<file path="src/rtl/fcwd_pkg.sv">
`timescale 1ns/1ps
package fcwd_pkg;
   typedef enum logic [2:0] {
      A_NRM_N = 3'd0,
      A_NRM_M = 3'd1,
      A_RCV_N = 3'd2,
      A_RCV_M = 3'd3,
      A_CTRL  = 3'd4,
      A_TMO   = 3'd5,
      A_STAT  = 3'd6
   } reg_addr_e;

   // control register, bit 0 is rcv_sel
   typedef struct packed {
      logic rst_chg;
      logic rst_to;
      logic pre_long;
      logic wd_en;
      logic rcv_sel;
   } ctl_t;

   localparam int CTL_W = $bits(ctl_t);
endpackage

</file>
<file path="src/rtl/fcwd_regs.sv">
`timescale 1ns/1ps
module fcwd_regs
   import fcwd_pkg::*;
#(
   parameter int N_W   = 8,
   parameter int M_W   = 7,
   parameter int TMO_W = 5,
   parameter int DW    = 8
) (
   input  logic             clk,
   input  logic             rst_n,
   input  logic             we,
   input  logic [2:0]       addr,
   input  logic [DW-1:0]    wdata,
   input  logic             sts,
   output logic [DW-1:0]    rdata,
   output logic [N_W-1:0]   nrm_n,
   output logic [M_W-1:0]   nrm_m,
   output logic [N_W-1:0]   rcv_n,
   output logic [M_W-1:0]   rcv_m,
   output ctl_t             ctl,
   output logic [TMO_W-1:0] tmo,
   output logic             wr_nrm,
   output logic             wr_rcv,
   output logic             sts_clr
);
   initial begin
      assert (DW >= N_W && DW >= M_W && DW >= TMO_W && DW >= CTL_W)
         else $fatal(1, "fcwd_regs: data width too small");
   end

   assign wr_nrm  = we && (addr == A_NRM_N || addr == A_NRM_M);
   assign wr_rcv  = we && (addr == A_RCV_N || addr == A_RCV_M);
   assign sts_clr = we && (addr == A_STAT) && wdata[0];

   always_ff @(posedge clk) begin
      if (!rst_n) begin
         nrm_n <= '0;
         nrm_m <= '0;
         rcv_n <= '0;
         rcv_m <= '0;
         ctl   <= '0;
         tmo   <= '0;
      end else if (we) begin
         case (addr)
            A_NRM_N: nrm_n <= wdata[N_W-1:0];
            A_NRM_M: nrm_m <= wdata[M_W-1:0];
            A_RCV_N: rcv_n <= wdata[N_W-1:0];
            A_RCV_M: rcv_m <= wdata[M_W-1:0];
            A_CTRL:  ctl   <= ctl_t'(wdata[CTL_W-1:0]);
            A_TMO:   tmo   <= wdata[TMO_W-1:0];
            default: ;
         endcase
      end
   end

   always_comb begin
      rdata = '0;
      case (addr)
         A_NRM_N: rdata = DW'(nrm_n);
         A_NRM_M: rdata = DW'(nrm_m);
         A_RCV_N: rdata = DW'(rcv_n);
         A_RCV_M: rdata = DW'(rcv_m);
         A_CTRL:  rdata = DW'(ctl);
         A_TMO:   rdata = DW'(tmo);
         A_STAT:  rdata = DW'(sts);
         default: rdata = '0;
      endcase
   end

   a_r11_tmo_written: assert property (@(posedge clk) disable iff (!rst_n)
      (we && addr == A_TMO) |=> (tmo == $past(wdata[TMO_W-1:0])));
endmodule

</file>
<file path="src/rtl/fcwd_prescaler.sv">
`timescale 1ns/1ps
module fcwd_prescaler #(
   parameter int TICK_SHORT = 1500000,
   parameter int TICK_LONG  = 25000000
) (
   input  logic clk,
   input  logic rst_n,
   input  logic run,
   input  logic restart,
   input  logic long_sel,
   output logic tick
);
   localparam int MAXT = (TICK_SHORT > TICK_LONG) ? TICK_SHORT : TICK_LONG;
   localparam int PW   = (MAXT < 2) ? 1 : $clog2(MAXT);

   initial begin
      assert (TICK_SHORT >= 1 && TICK_LONG >= 1)
         else $fatal(1, "fcwd_prescaler: tick length must be at least one cycle");
   end

   logic [PW-1:0] pc;
   logic [PW-1:0] last;

   generate
      if (TICK_SHORT == TICK_LONG) begin : g_one_len
         assign last = PW'(TICK_SHORT - 1);
      end else begin : g_two_len
         assign last = long_sel ? PW'(TICK_LONG - 1) : PW'(TICK_SHORT - 1);
      end
   endgenerate

   assign tick = run && !restart && (pc >= last);

   always_ff @(posedge clk) begin
      if (!rst_n || !run || restart) pc <= '0;
      else if (pc >= last)           pc <= '0;
      else                           pc <= pc + PW'(1);
   end

   a_r4_idle_prescaler: assert property (@(posedge clk) disable iff (!rst_n)
      !run |=> (pc == '0));
endmodule

</file>
<file path="src/rtl/fcwd_timer.sv">
`timescale 1ns/1ps
module fcwd_timer #(
   parameter int TMO_W = 5
) (
   input  logic             clk,
   input  logic             rst_n,
   input  logic             wd_en,
   input  logic             arm,
   input  logic [TMO_W-1:0] tmo,
   input  logic             tick,
   input  logic             sts_clr,
   output logic             armed,
   output logic             expire,
   output logic             sts
);
   localparam int CW = TMO_W + 1;
   localparam logic [CW-1:0] ONE = CW'(1);

   initial begin
      assert (TMO_W >= 1) else $fatal(1, "fcwd_timer: timeout width must be positive");
   end

   logic [CW-1:0] cnt;
   logic [CW-1:0] reload;

   assign reload = {1'b0, tmo} + ONE;
   assign expire = armed && wd_en && tick && (cnt == ONE);

   always_ff @(posedge clk) begin
      if (!rst_n) begin
         armed <= 1'b0;
         cnt   <= '0;
      end else if (!wd_en) begin
         armed <= 1'b0;
         cnt   <= reload;
      end else if (arm) begin
         armed <= 1'b1;
         cnt   <= reload;
      end else if (expire) begin
         armed <= 1'b0;
         cnt   <= '0;
      end else if (armed && tick) begin
         cnt   <= cnt - ONE;
      end
   end

   always_ff @(posedge clk) begin
      if (!rst_n)       sts <= 1'b0;
      else if (expire)  sts <= 1'b1;
      else if (sts_clr) sts <= 1'b0;
   end

   a_r3_status_on_expiry: assert property (@(posedge clk) disable iff (!rst_n)
      expire |=> sts);
   a_r5_status_cleared: assert property (@(posedge clk) disable iff (!rst_n)
      (sts_clr && !expire) |=> !sts);
   a_r10_disarm_after_expiry: assert property (@(posedge clk) disable iff (!rst_n)
      (expire && !arm) |=> !armed);
   a_r3_count_nonzero: assert property (@(posedge clk) disable iff (!rst_n)
      armed |-> (cnt != '0));
endmodule

</file>
<file path="src/rtl/fcwd_pulse.sv">
`timescale 1ns/1ps
module fcwd_pulse #(
   parameter int LEN = 16
) (
   input  logic clk,
   input  logic rst_n,
   input  logic req,
   output logic pulse
);
   initial begin
      assert (LEN >= 1) else $fatal(1, "fcwd_pulse: length must be positive");
   end

   generate
      if (LEN == 1) begin : g_single
         always_ff @(posedge clk) begin
            if (!rst_n) pulse <= 1'b0;
            else        pulse <= req;
         end
      end else begin : g_counted
         localparam int CW = $clog2(LEN + 1);
         logic [CW-1:0] left;
         always_ff @(posedge clk) begin
            if (!rst_n)             left <= '0;
            else if (req)           left <= CW'(LEN);
            else if (left != '0)    left <= left - CW'(1);
         end
         assign pulse = (left != '0);
      end
   endgenerate

   a_r6_pulse_follows_request: assert property (@(posedge clk) disable iff (!rst_n)
      req |=> pulse);
endmodule

</file>
<file path="src/rtl/fcwd_top.sv">
`timescale 1ns/1ps
module fcwd_top
   import fcwd_pkg::*;
#(
   parameter int N_W        = 8,
   parameter int M_W        = 7,
   parameter int TMO_W      = 5,
   parameter int DW         = 8,
   parameter int TICK_SHORT = 1500000,
   parameter int TICK_LONG  = 25000000,
   parameter int RST_CYC    = 16
) (
   input  logic           clk,
   input  logic           rst_n,
   input  logic           cfg_we,
   input  logic [2:0]     cfg_addr,
   input  logic [DW-1:0]  cfg_wdata,
   output logic [DW-1:0]  cfg_rdata,
   output logic [N_W-1:0] div_n,
   output logic [M_W-1:0] div_m,
   output logic           freq_load,
   output logic           wd_status,
   output logic           sys_rst_pulse
);
   logic [N_W-1:0]   nrm_n, rcv_n;
   logic [M_W-1:0]   nrm_m, rcv_m;
   ctl_t             ctl;
   logic [TMO_W-1:0] tmo;
   logic             wr_nrm, wr_rcv, sts_clr;
   logic             armed, expire, tick;
   logic             rcv_act;
   logic             chg_evt, rst_req;

   fcwd_regs #(.N_W(N_W), .M_W(M_W), .TMO_W(TMO_W), .DW(DW)) u_regs (
      .clk(clk), .rst_n(rst_n), .we(cfg_we), .addr(cfg_addr), .wdata(cfg_wdata),
      .sts(wd_status), .rdata(cfg_rdata),
      .nrm_n(nrm_n), .nrm_m(nrm_m), .rcv_n(rcv_n), .rcv_m(rcv_m),
      .ctl(ctl), .tmo(tmo), .wr_nrm(wr_nrm), .wr_rcv(wr_rcv), .sts_clr(sts_clr)
   );

   fcwd_prescaler #(.TICK_SHORT(TICK_SHORT), .TICK_LONG(TICK_LONG)) u_pre (
      .clk(clk), .rst_n(rst_n), .run(armed && ctl.wd_en), .restart(wr_nrm),
      .long_sel(ctl.pre_long), .tick(tick)
   );

   fcwd_timer #(.TMO_W(TMO_W)) u_tmr (
      .clk(clk), .rst_n(rst_n), .wd_en(ctl.wd_en), .arm(wr_nrm), .tmo(tmo),
      .tick(tick), .sts_clr(sts_clr), .armed(armed), .expire(expire), .sts(wd_status)
   );

   // a frequency change is any divider write or a fall-back to the recovery pair
   assign chg_evt = wr_nrm || wr_rcv || (expire && ctl.rcv_sel);
   assign rst_req = (chg_evt && ctl.rst_chg) || (expire && ctl.rst_to);

   fcwd_pulse #(.LEN(RST_CYC)) u_rst (
      .clk(clk), .rst_n(rst_n), .req(rst_req), .pulse(sys_rst_pulse)
   );

   always_ff @(posedge clk) begin
      if (!rst_n) begin
         rcv_act   <= 1'b0;
         freq_load <= 1'b0;
      end else begin
         freq_load <= chg_evt;
         if (wr_nrm)                      rcv_act <= 1'b0;
         else if (expire && ctl.rcv_sel)  rcv_act <= 1'b1;
      end
   end

   assign div_n = rcv_act ? rcv_n : nrm_n;
   assign div_m = rcv_act ? rcv_m : nrm_m;

   a_r2_load_after_write: assert property (@(posedge clk) disable iff (!rst_n)
      (cfg_we && cfg_addr inside {A_NRM_N, A_NRM_M, A_RCV_N, A_RCV_M}) |=> freq_load);
   a_r4_no_tick_when_off: assert property (@(posedge clk) disable iff (!rst_n)
      !ctl.wd_en |-> !tick);
   a_r8_switch_to_recovery: assert property (@(posedge clk) disable iff (!rst_n)
      (expire && ctl.rcv_sel && !wr_nrm && !wr_rcv) |=> (div_n == rcv_n && div_m == rcv_m));
   a_r9_normal_after_write: assert property (@(posedge clk) disable iff (!rst_n)
      wr_nrm |=> !rcv_act);
endmodule

</file>
<file path="config.mk">
export PLATFORM = sky130hd
export DESIGN_NAME = fcwd_top
export DESIGN_NICKNAME = d
export VERILOG_FILES = /design/src/rtl/fcwd_pkg.sv /design/src/rtl/fcwd_regs.sv /design/src/rtl/fcwd_prescaler.sv /design/src/rtl/fcwd_timer.sv /design/src/rtl/fcwd_pulse.sv /design/src/rtl/fcwd_top.sv
export SDC_FILE = /design/constraint.sdc
export NUM_CORES = 1
export LEC_CHECK = 0
export BUFFER_PORTS_ARGS = -buffer_cell sky130_fd_sc_hd__buf_4
export CORE_MARGIN = 4
export CORE_UTILIZATION = 54
export CTS_CLUSTER_DIAMETER = 60
export DETAILED_ROUTE_END_ITERATION = 10
export PLACE_DENSITY = 0.76
export SLEW_MARGIN = 20
export SYNTH_ARGS = -nofsm -noshare
export SYNTH_HDL_FRONTEND = slang
export SYNTH_HIERARCHICAL = 1
export SYNTH_SLANG_ARGS = --single-unit
</file>
<file path="constraint.sdc">
create_clock -name clk -period 3.16 [get_ports clk]
set_input_delay 0.632 -clock clk [delete_from_list [all_inputs] [get_ports clk]]
set_output_delay 0.632 -clock clk [all_outputs]
set_load 0.02 [all_outputs]
</file>
# [Word-level counts from Yosys, hierarchy flattened]
# Index checks and enable logic that the tools add are counted.
[totals] ff_bits=80 out_inout_bits=26
[op_classes] add_sub_neg=4 magnitude_cmp=1 eq_ne=8 n_mux=14 bitwise=1 reduce_logical=38
[ops] op="8-bit case mux with 7 select lines" count=1
[ops] op="25-bit by 1-bit adder with 25-bit output (second input constant)" count=1
[ops] op="25-bit >= comparator" count=1
[ops] op="25-bit two-way mux" count=1
[ops] op="6-bit two-way mux" count=4
[ops] op="2-bit AND reduction" count=7
[ops] op="1-bit logical AND" count=13
[ops] op="5-bit two-way mux" count=2
[ops] op="3-bit == test (second input constant)" count=3
[ops] op="8-bit two-way mux" count=1
[ops] op="1-bit logical OR" count=7
[ops] op="7-bit two-way mux" count=1
[ops] op="5-bit by 1-bit adder with 6-bit output (second input constant)" count=1
[ops] op="3-bit by 2-bit == test with 1-bit output (second input constant)" count=2
[ops] op="6-bit by 1-bit == test with 1-bit output (second input constant)" count=1
[ops] op="2-bit nonzero test" count=3
[ops] op="2-bit OR reduction" count=3
[ops] op="6-bit by 1-bit subtractor with 6-bit output (second input constant)" count=1
[ops] op="5-bit nonzero test" count=1
[ops] op="5-bit by 1-bit subtractor with 5-bit output (second input constant)" count=1
[ops] op="1-bit two-way mux" count=4
[ops] op="4-bit by 2-bit != test with 1-bit output (second input constant)" count=1
[ops] op="3-bit by 1-bit == test with 1-bit output (second input constant)" count=1
[ops] op="1-bit zero test" count=3
[ops] op="2 further kinds" count=2

# [Longest topological paths before layout]
# Gate-level depths: netlist of run 1.
[logic_depth] ltp_word=13 ltp_mapped=13 ltp_nobuf=13

# [By module]
# The synthesis of run 1 kept the hierarchy.
[modules_own_cells] module="fcwd_regs" instances=1 cells_per_inst=183 area_per_inst_um2=1965.6
[modules_own_cells] module="fcwd_prescaler" instances=1 cells_per_inst=157 area_per_inst_um2=1423.9
[modules_own_cells] module="fcwd_timer" instances=1 cells_per_inst=57 area_per_inst_um2=510.5
[modules_own_cells] module="fcwd_top" instances=1 cells_per_inst=28 area_per_inst_um2=325.3
[modules_own_cells] module="fcwd_pulse" instances=1 cells_per_inst=24 area_per_inst_um2=235.2

# [Worst setup path before layout of run 1]
# Ideal clock, no wire load.
[synth_path] kind="flip-flop to flip-flop" from="register, netlist name u_regs/ctl[2]" to="register u_rst.g_counted.left[3]" setup_ps=115 arrival_ps=3076 required_ps=3045 setup_slack_ps=-30 stages_incl_launch_ff=14 cell_sequence="dfxtp_1 > inv_1 > ha_1 > nand2_1 > nor4_1 > o311ai_2 > a311oi_1 > nand2_2 > nor4_4 > inv_1 > o21ai_0 > nand2b_1 > nand2b_1 > nor2_1"
[synth_between] elab_chain_cells=10 elab_cells_between_ends=11
[synth_lines] element="25-bit two-way mux *" line="fcwd_prescaler.sv:28" text="assign last = long_sel ? PW'(TICK_LONG - 1) : PW'(TICK_SHORT - 1);"
[synth_lines] element="25-bit >= comparator *" line="fcwd_prescaler.sv:32" text="assign tick = run && !restart && (pc >= last);"
[synth_lines] element="1-bit logical AND *" line="fcwd_prescaler.sv:32"
[synth_lines] element="net tick" line="fcwd_top.sv:30" text="logic armed, expire, tick;"
[synth_lines] element="1-bit logical AND * (2 in series)" line="fcwd_timer.sv:27" text="assign expire = armed && wd_en && tick && (cnt == ONE);"
[synth_lines] element="net expire" line="fcwd_top.sv:30"
[synth_lines] element="1-bit logical AND" line="fcwd_top.sv:52" text="assign chg_evt = wr_nrm || wr_rcv || (expire && ctl.rcv_sel);"
[synth_lines] element="1-bit logical OR" line="fcwd_top.sv:52"
[synth_lines] element="1-bit logical AND" line="fcwd_top.sv:53" text="assign rst_req = (chg_evt && ctl.rst_chg) || (expire && ctl.rst_to);"
[synth_lines] element="1-bit logical OR *" line="fcwd_top.sv:53"
[synth_lines] element="net rst_req" line="fcwd_top.sv:32" text="logic chg_evt, rst_req;"
[synth_lines] element="2-bit OR reduction (no line) *"
[synth_lines] element="end signal: assignment" line="fcwd_pulse.sv:25" text="else if (req) left <= CW'(LEN);"
[synth_lines] element="end signal: assignment" line="fcwd_pulse.sv:26" text="else if (left != '0) left <= left - CW'(1);"
[synth_lines] element="end: declaration" line="fcwd_pulse.sv:22" text="logic [CW-1:0] left;"
# The timed path passes the listed nets; every way through them passes the cells marked *.
# A chain may end at the register's enable or synchronous reset.

# [Worst setup path after layout of run 1]
[layout_path] from="register, netlist name u_regs/ctl[2]" to="register u_tmr.cnt[3]"
[layout_between] elab_chain_cells=8 elab_cells_between_ends=10
[layout_lines] element="25-bit two-way mux *" line="fcwd_prescaler.sv:28"
[layout_lines] element="25-bit >= comparator *" line="fcwd_prescaler.sv:32"
[layout_lines] element="1-bit logical AND *" line="fcwd_prescaler.sv:32"
[layout_lines] element="net tick" line="fcwd_top.sv:30"
[layout_lines] element="1-bit logical AND (2 in series)" line="fcwd_timer.sv:27"
[layout_lines] element="6-bit two-way mux" line="fcwd_timer.sv:39" text="end else if (expire) begin"
[layout_lines] element="6-bit two-way mux" line="fcwd_timer.sv:36" text="end else if (arm) begin"
[layout_lines] element="6-bit two-way mux" line="fcwd_timer.sv:33" text="end else if (!wd_en) begin"
[layout_lines] element="end signal: assignment" line="fcwd_timer.sv:35" text="cnt <= reload;"
[layout_lines] element="end signal: assignment" line="fcwd_timer.sv:38" text="cnt <= reload;"
[layout_lines] element="end signal: assignment" line="fcwd_timer.sv:43" text="cnt <= cnt - ONE;"
[layout_lines] element="end: declaration" line="fcwd_timer.sv:23" text="logic [CW-1:0] cnt;"
# Marked as above.

==> run metrics, run 1 <==
Seq pwr share 0.494; main combinational cell family by area after synthesis simple AND/OR/NAND/NOR gates; Worst Path Required 3440 ps; Post-synth top flop dfxtp_1; Syn Std Cell Area 4460 sq um; Ports 40; fin util 0.636; clk_lat worst skew 340 ps; #FFs+latches synth 80; clock transition at the registers of the reported paths 80 ps; Syn. warnings 6; fmax 340 MHz; Die ar. 9780 sq um; CTS tree done; fin crit share 0.930; sw frac 0.251; per-cell routed wire length 15.6 um; Async S/R FF share, synth 0; share of post-route cells with drive strength above 1 0.228; type of origin of the critical path flip-flop; mux cell area share after synthesis 0.173; clock group share of total power 0.365; net count after synthesis 481; Hold Path Class flip-flop to flip-flop; Post-synth EDFFs 0; GRT Util Overall 0.191; worst path arrival time 3220 ps; Starting DRT DRC Count 120; Post-Synth XOR/XNOR Area 0.0589; final setup violation count 0; Die X 98.9 um; HPWL Detailed 6320 um; largest net degree at the start of global routing 51; Post-Syn Instances 449; H-tree depth 3; total wire length 9260 um; leading area contributor after synthesis dfxtp_1; global-route wire length before repair 15400 um; Root Buffer Master clkbuf_8; register area share after synthesis 0.359; Worst setup EP type flip-flop; Max clock buf depth 2; die height 98.9 um; max-cap viol count 0; DRC viols 0; syn avg cell area 9.93 sq um; initial antenna violation count 0; share of the synthesized area in the top cell type 0.359; Tightest Pin Transition 717 ps; Post-Synth Adder-Cell Area 0.0505; Final min period 2940 ps; power per cell area 435 nW/um^2; RePlAce Congestion 0.874; port buffer count 39; n_diodes 0; max_slew headroom 0.521; sinks on the clock net 80; Comb power frac 0.141; RSZ-0062 raised after global routing no; Max Clock Skew 6.91 ps; simple-gate portion of the synthesized area 0.235; Tot Pwr 2.18 mW; Core Region 7890 sq um; P&R area growth vs syn 12.5%; internal power 1.64 mW; post-route ant nets 0; VDD IR max 234 uV; Num CTS Buffers 9; drt via density 5.54; Synth Area in Compound Gates 0.0816; via count 3292; Final Hold Viols 0; fin nets 520; vias in the first global route 3182; row cnt 32; grt total ovfl 0; status finished clean; Detailed Routing Iterations Pass 1 4; Filler cells 672; Pleak 1.88 nW; initial core utilization 0.566; top post-synthesis cells by area dfxtp_1 (36%), mux2i_1 (8.1%), nor2b_1 (5.5%), ha_1 (5.0%), xnor2_1 (3.7%); CP Class flip-flop to flip-flop; Unique masters post-synth 68; worst-path fanout max 8; sw power 0.549 mW; Max Slew Vio Count 0
-- logic make-up (layout without fill, tap and decap cells) --
| family | Yosys count | count (layout) |
|---|---|---|
| and+or+nand+nor | 177 | 177 |
| DFF | 80 | 80 |
| muxes | 63 | 63 |
| AOI/OAI and AO/OA | 49 | 49 |
| buffers and inverters | 32 | 75 |
| xor gates and xnor gates | 30 | 30 |
| adders and majority gates | 18 | 18 |
-- cell type report --
cell class              count  area (sq um)  area share
multi-input cells         337          2680       0.534
flip-flops and latches     80          1600       0.319
repair buffers             48           360      0.0718
clock buffers              11           131      0.0262
well taps                 102           128      0.0254
clock inverters             4          70.1      0.0140
inverters                  12          45.0     0.00898
-- synthesized netlist by cell type (all sizes together) (11+ instances only) --
cell	number
nor2b	39
xor2	11
mux2i	36
nand2	34
xnor2	19
nand3	13
buf	16
nor2	37
mux2	21
ha	18
dfxtp	80
inv	12
-- placed cells by master, fill, tap and decap left out, drive strengths merged, types with 12 or more instances in the layout --
| cell | count |
|---|---|
| nand2 | 34 |
| nor2 | 37 |
| dfxtp | 80 |
| nor2b | 39 |
| ha | 18 |
| inv | 12 |
| buf | 48 |
| nand3 | 13 |
| mux2i | 36 |
| xnor2 | 19 |
| mux2 | 21 |
-- power by group through the flow --
stage | registers (mW) | clock network, mW | logic [mW]
2_1_floorplan | 1.10 | 0 | 0.255
5_1_grt | 1.08 | 0.847 | 0.339
3_3_place_gp | 1.10 | 0 | 0.303
4_1_cts | 1.08 | 0.811 | 0.313
6_report | 1.08 | 0.798 | 0.309
3_5_place_dp | 1.10 | 0 | 0.311
-- path summary, 6_finish.rpt --
| check | slack [ps] | cells after the start | to | start |
|---|---|---|---|---|
| hold reg to reg | 470 | 1 | u_pre/pc[0] | u_pre/pc[0] |
| hold / removal | 470 | 1 | u_pre/pc[0] | u_pre/pc[0] |
| setup reg to reg | 220 | 11 | u_tmr/cnt[3] | u_regs/ctl[2] |
| setup / recovery | 220 | 11 | u_tmr/cnt[3] | u_regs/ctl[2] |
-- worst max-delay path: stages, from the launching register on --
cell	delay (ps)
dfxtp_1	330
inv_1	140
ha_1	360
nand2_1	90
nor4_2	320
o311ai_2	190
a311oi_2	350
nand2_2	140
buf_4	180
or4_1	480
o21a_1	190
o22ai_2	100
-- registers in the layout, summed over array words and instances (netlist names) --
register / flops
u_tmr/cnt: 6
u_tmr/sts: 1
u_regs/ctl: 5
u_pre/pc: 25
freq_load: 1
u_rst/g_counted.left: 5
u_tmr/armed: 1
u_regs/nrm_m: 7
u_regs/nrm_n: 8
u_regs/rcv_m: 7
rcv_act: 1
u_regs/tmo: 5
u_regs/rcv_n: 8
-- metal layers --
metal	GRT usage	vias up	routed length (um)
met4	0.0798	0	184
li1	-	1659	-
met3	0.0283	17	211
met1	0.262	1570	4450
met2	0.302	46	4410
met5	0	-	0
-- metrics by stage --
step           TNS [ps]  hold WS [ps]  cells  cell area, sq um  worst slack, ps
2_1_floorplan         0           429    449              4460             11.9
3_3_place_gp          0           439    575              4770              103
3_5_place_dp      -47.1           462    575              4770            -28.2
4_1_cts               0           474    590              4980             78.5
5_1_grt               0           492    594              5020             57.8
6_report              0           469    594              5020              221
-- timing repair --
item	4_1_cts	5_1_grt
gates resized for setup	1	1
pin swaps	0	1
hold buffers	0	0
setup endpoints to repair	2	4
setup buffers	0	4
Note: power is estimated with default switching activity, not from simulation.
==> run 2: changes to the inputs <==
==> constraint.sdc (replaced) <==
create_clock -name clk -period 2.6 [get_ports clk]
set_input_delay 0.52 -clock clk [delete_from_list [all_inputs] [get_ports clk]]
set_output_delay 0.52 -clock clk [all_outputs]
set_load 0.02 [all_outputs]
==> run 2 against run 1 <==
  * The flow now finishes with violations (negative setup slack)
  * First-iteration DRC count fell by 13%
  * Register-to-register slack got worse by 250 ps
  * Power is 26% higher
  * Clock skew rose by 1.3 ps
  * Clock power increased by 32%
  * Routed wire length rose by 4.0%
  * Utilization rose by 3.9 points
  * Setup slack got worse by 250 ps
  * Maximum frequency is 12% higher
  * Critical path depth down 1
  * Critical endpoint unchanged
==> run metrics, run 2 (synthesized netlist as in run 1, its figures left out) <==
sinks on the clock net 80; initial antenna violation count 0; largest registers u_pre/pc (25), u_regs/nrm_n (8), u_regs/rcv_n (8); Max Clock Skew 8.23 ps; status finished, violations left; failing checks negative setup slack; worst path arrival time 2920 ps; grt total ovfl 0; n_diodes 0; max reg flops 25; CP Cell Sequence inv_6 > ha_4 > nand2_2 > nor4_4 > o311ai_4 > a311oi_2 > nand2_2 > or4_1 > o21a_1 > o22ai_2; max incr delay on CP 480 ps; CTS Hold Bufs 0; Max Slew Vio Count 0; Ports 40; VDD IR max 393 uV; post-route cell area 5320 sq um; max-cap viol count 0; Place WS -74.7 ps; fin nets 534; power per cell area 518 nW/um^2; die height 98.9 um; post-route ant nets 0; most frequent cells in the layout dfxtp_1 (79), buf_4 (59), nor2b_1 (39); commonest non-fill, non-tap cell in the layout dfxtp_1; initial core utilization 0.566; DR WL met2 4680 um; Detailed Routing Iterations Pass 1 5; largest net degree at the start of global routing 46; Seq pwr share 0.475; Hold Path Class input port to flip-flop; Max clock buf depth 2; Starting DRT DRC Count 104; Num CTS Buffers 9; internal power 2.06 mW; placed instance area 4950 sq um; share of post-route cells with drive strength above 1 0.294; port buffer count 39; worst-path fanout max 8; CTS tree done; Worst Path Required 2890 ps; clock group share of total power 0.379; worst path bufs/invs 1; Die X 98.9 um; most used cell, CP nand2_2; Root Buffer Master clkbuf_8; H-tree depth 3; sw power 0.700 mW; row cnt 32; Final min period 2630 ps; Final Hold Viols 0; sw frac 0.254; CP Depth 10; Tightest Pin Transition 538 ps; clock transition at the registers of the reported paths 80 ps; final setup violation count 4; via count 3435; CP max-delay cell or4_1; CP Class flip-flop to flip-flop; Hold WS 431 ps; worst hold path depth 3; fmax 380 MHz; fin crit share 1.01; vias in the first global route 3376; Met1 Wirelength 4490 um; RSZ-0062 raised after global routing yes; RePlAce Congestion 0.814; setup TNS -80.5 ps; clk_lat worst skew 350 ps; per-cell routed wire length 15.8 um; Biggest register u_pre/pc; DR WL met3 324 um; Die ar. 9780 sq um; reg2reg path depth 10; type of origin of the critical path flip-flop; Pleak 1.98 nW; Worst path top cell family by delay simple AND/OR/NAND/NOR gates; drt via density 5.65; Comb power frac 0.145; Max Used Layer met4; P&R area growth vs syn 19.3%; global-route wire length before repair 16500 um; total wire length 9630 um; Worst setup EP type flip-flop; DRC viols 0; worst setup margin -30.4 ps; HPWL Detailed 6760 um; GRT Util Overall 0.203; max_slew headroom 0.640; Core Region 7890 sq um
==> run 2: cell type report <==
type | count | area, sq um
clock buffer | 10 | 149
clock inverter | 5 | 78.8
fill | 598 | 2570
inverter | 12 | 50.0
multi-input combinational | 337 | 2830
sequential | 80 | 1610
tap | 102 | 128
timing repair buffer | 62 | 477
==> run 2: worst paths after layout <==
check,start,endpoint,slack [ps]
worst min register to register,u_pre/pc[0],u_pre/pc[0],460
worst min-delay path,cfg_wdata[7],u_regs/nrm_n[7],430
worst max-delay path,u_regs/ctl[2],u_tmr/cnt[3],-30
worst max register to register,u_regs/ctl[2],u_tmr/cnt[3],-30
==> run 2: stage by stage <==
step                total power, mW  std cells   util
CTS                            2.78        607  0.671
global route                   2.87        608  0.675
global placement               1.72        589  0.627
floorplan                      1.65        449      -
detailed placement             1.73        589  0.627
finish                         2.76        608  0.675
==> run 2: what timing repair did <==
action                                  CTS  global route
pin swaps                                 8             3
setup buffers                             3             2
endpoints found under the setup margin    5            10
gates cloned                              0             0
hold endpoints to repair                  0             0
resized for setup                        14             5
==> run 2: per-layer routing <==
metal  global-route usage  up-vias
met3               0.0474       11
met4               0.0504        0
met5                    0        -
li1                     -     1692
met1                0.272     1686
met2                0.332       46
==> run 2: power by group through the flow <==
| stage | clock network [mW] | registers [mW] | logic [mW] |
|---|---|---|---|
| 6_report | 1.05 | 1.31 | 0.401 |
| 5_1_grt | 1.12 | 1.32 | 0.436 |
| 4_1_cts | 1.07 | 1.31 | 0.402 |
| 3_5_place_dp | 0 | 1.34 | 0.394 |
| 3_3_place_gp | 0 | 1.34 | 0.385 |
| 2_1_floorplan | 0 | 1.33 | 0.324 |
==> run 2: worst reg2reg max path, stage by stage, from the launching register on <==
cell and delay (ps):
dfxtp_4 390, inv_6 70, ha_4 280, nand2_2 80
nor4_4 370, o311ai_4 160, a311oi_2 320, nand2_2 160
or4_1 490, o21a_1 190, o22ai_2 80
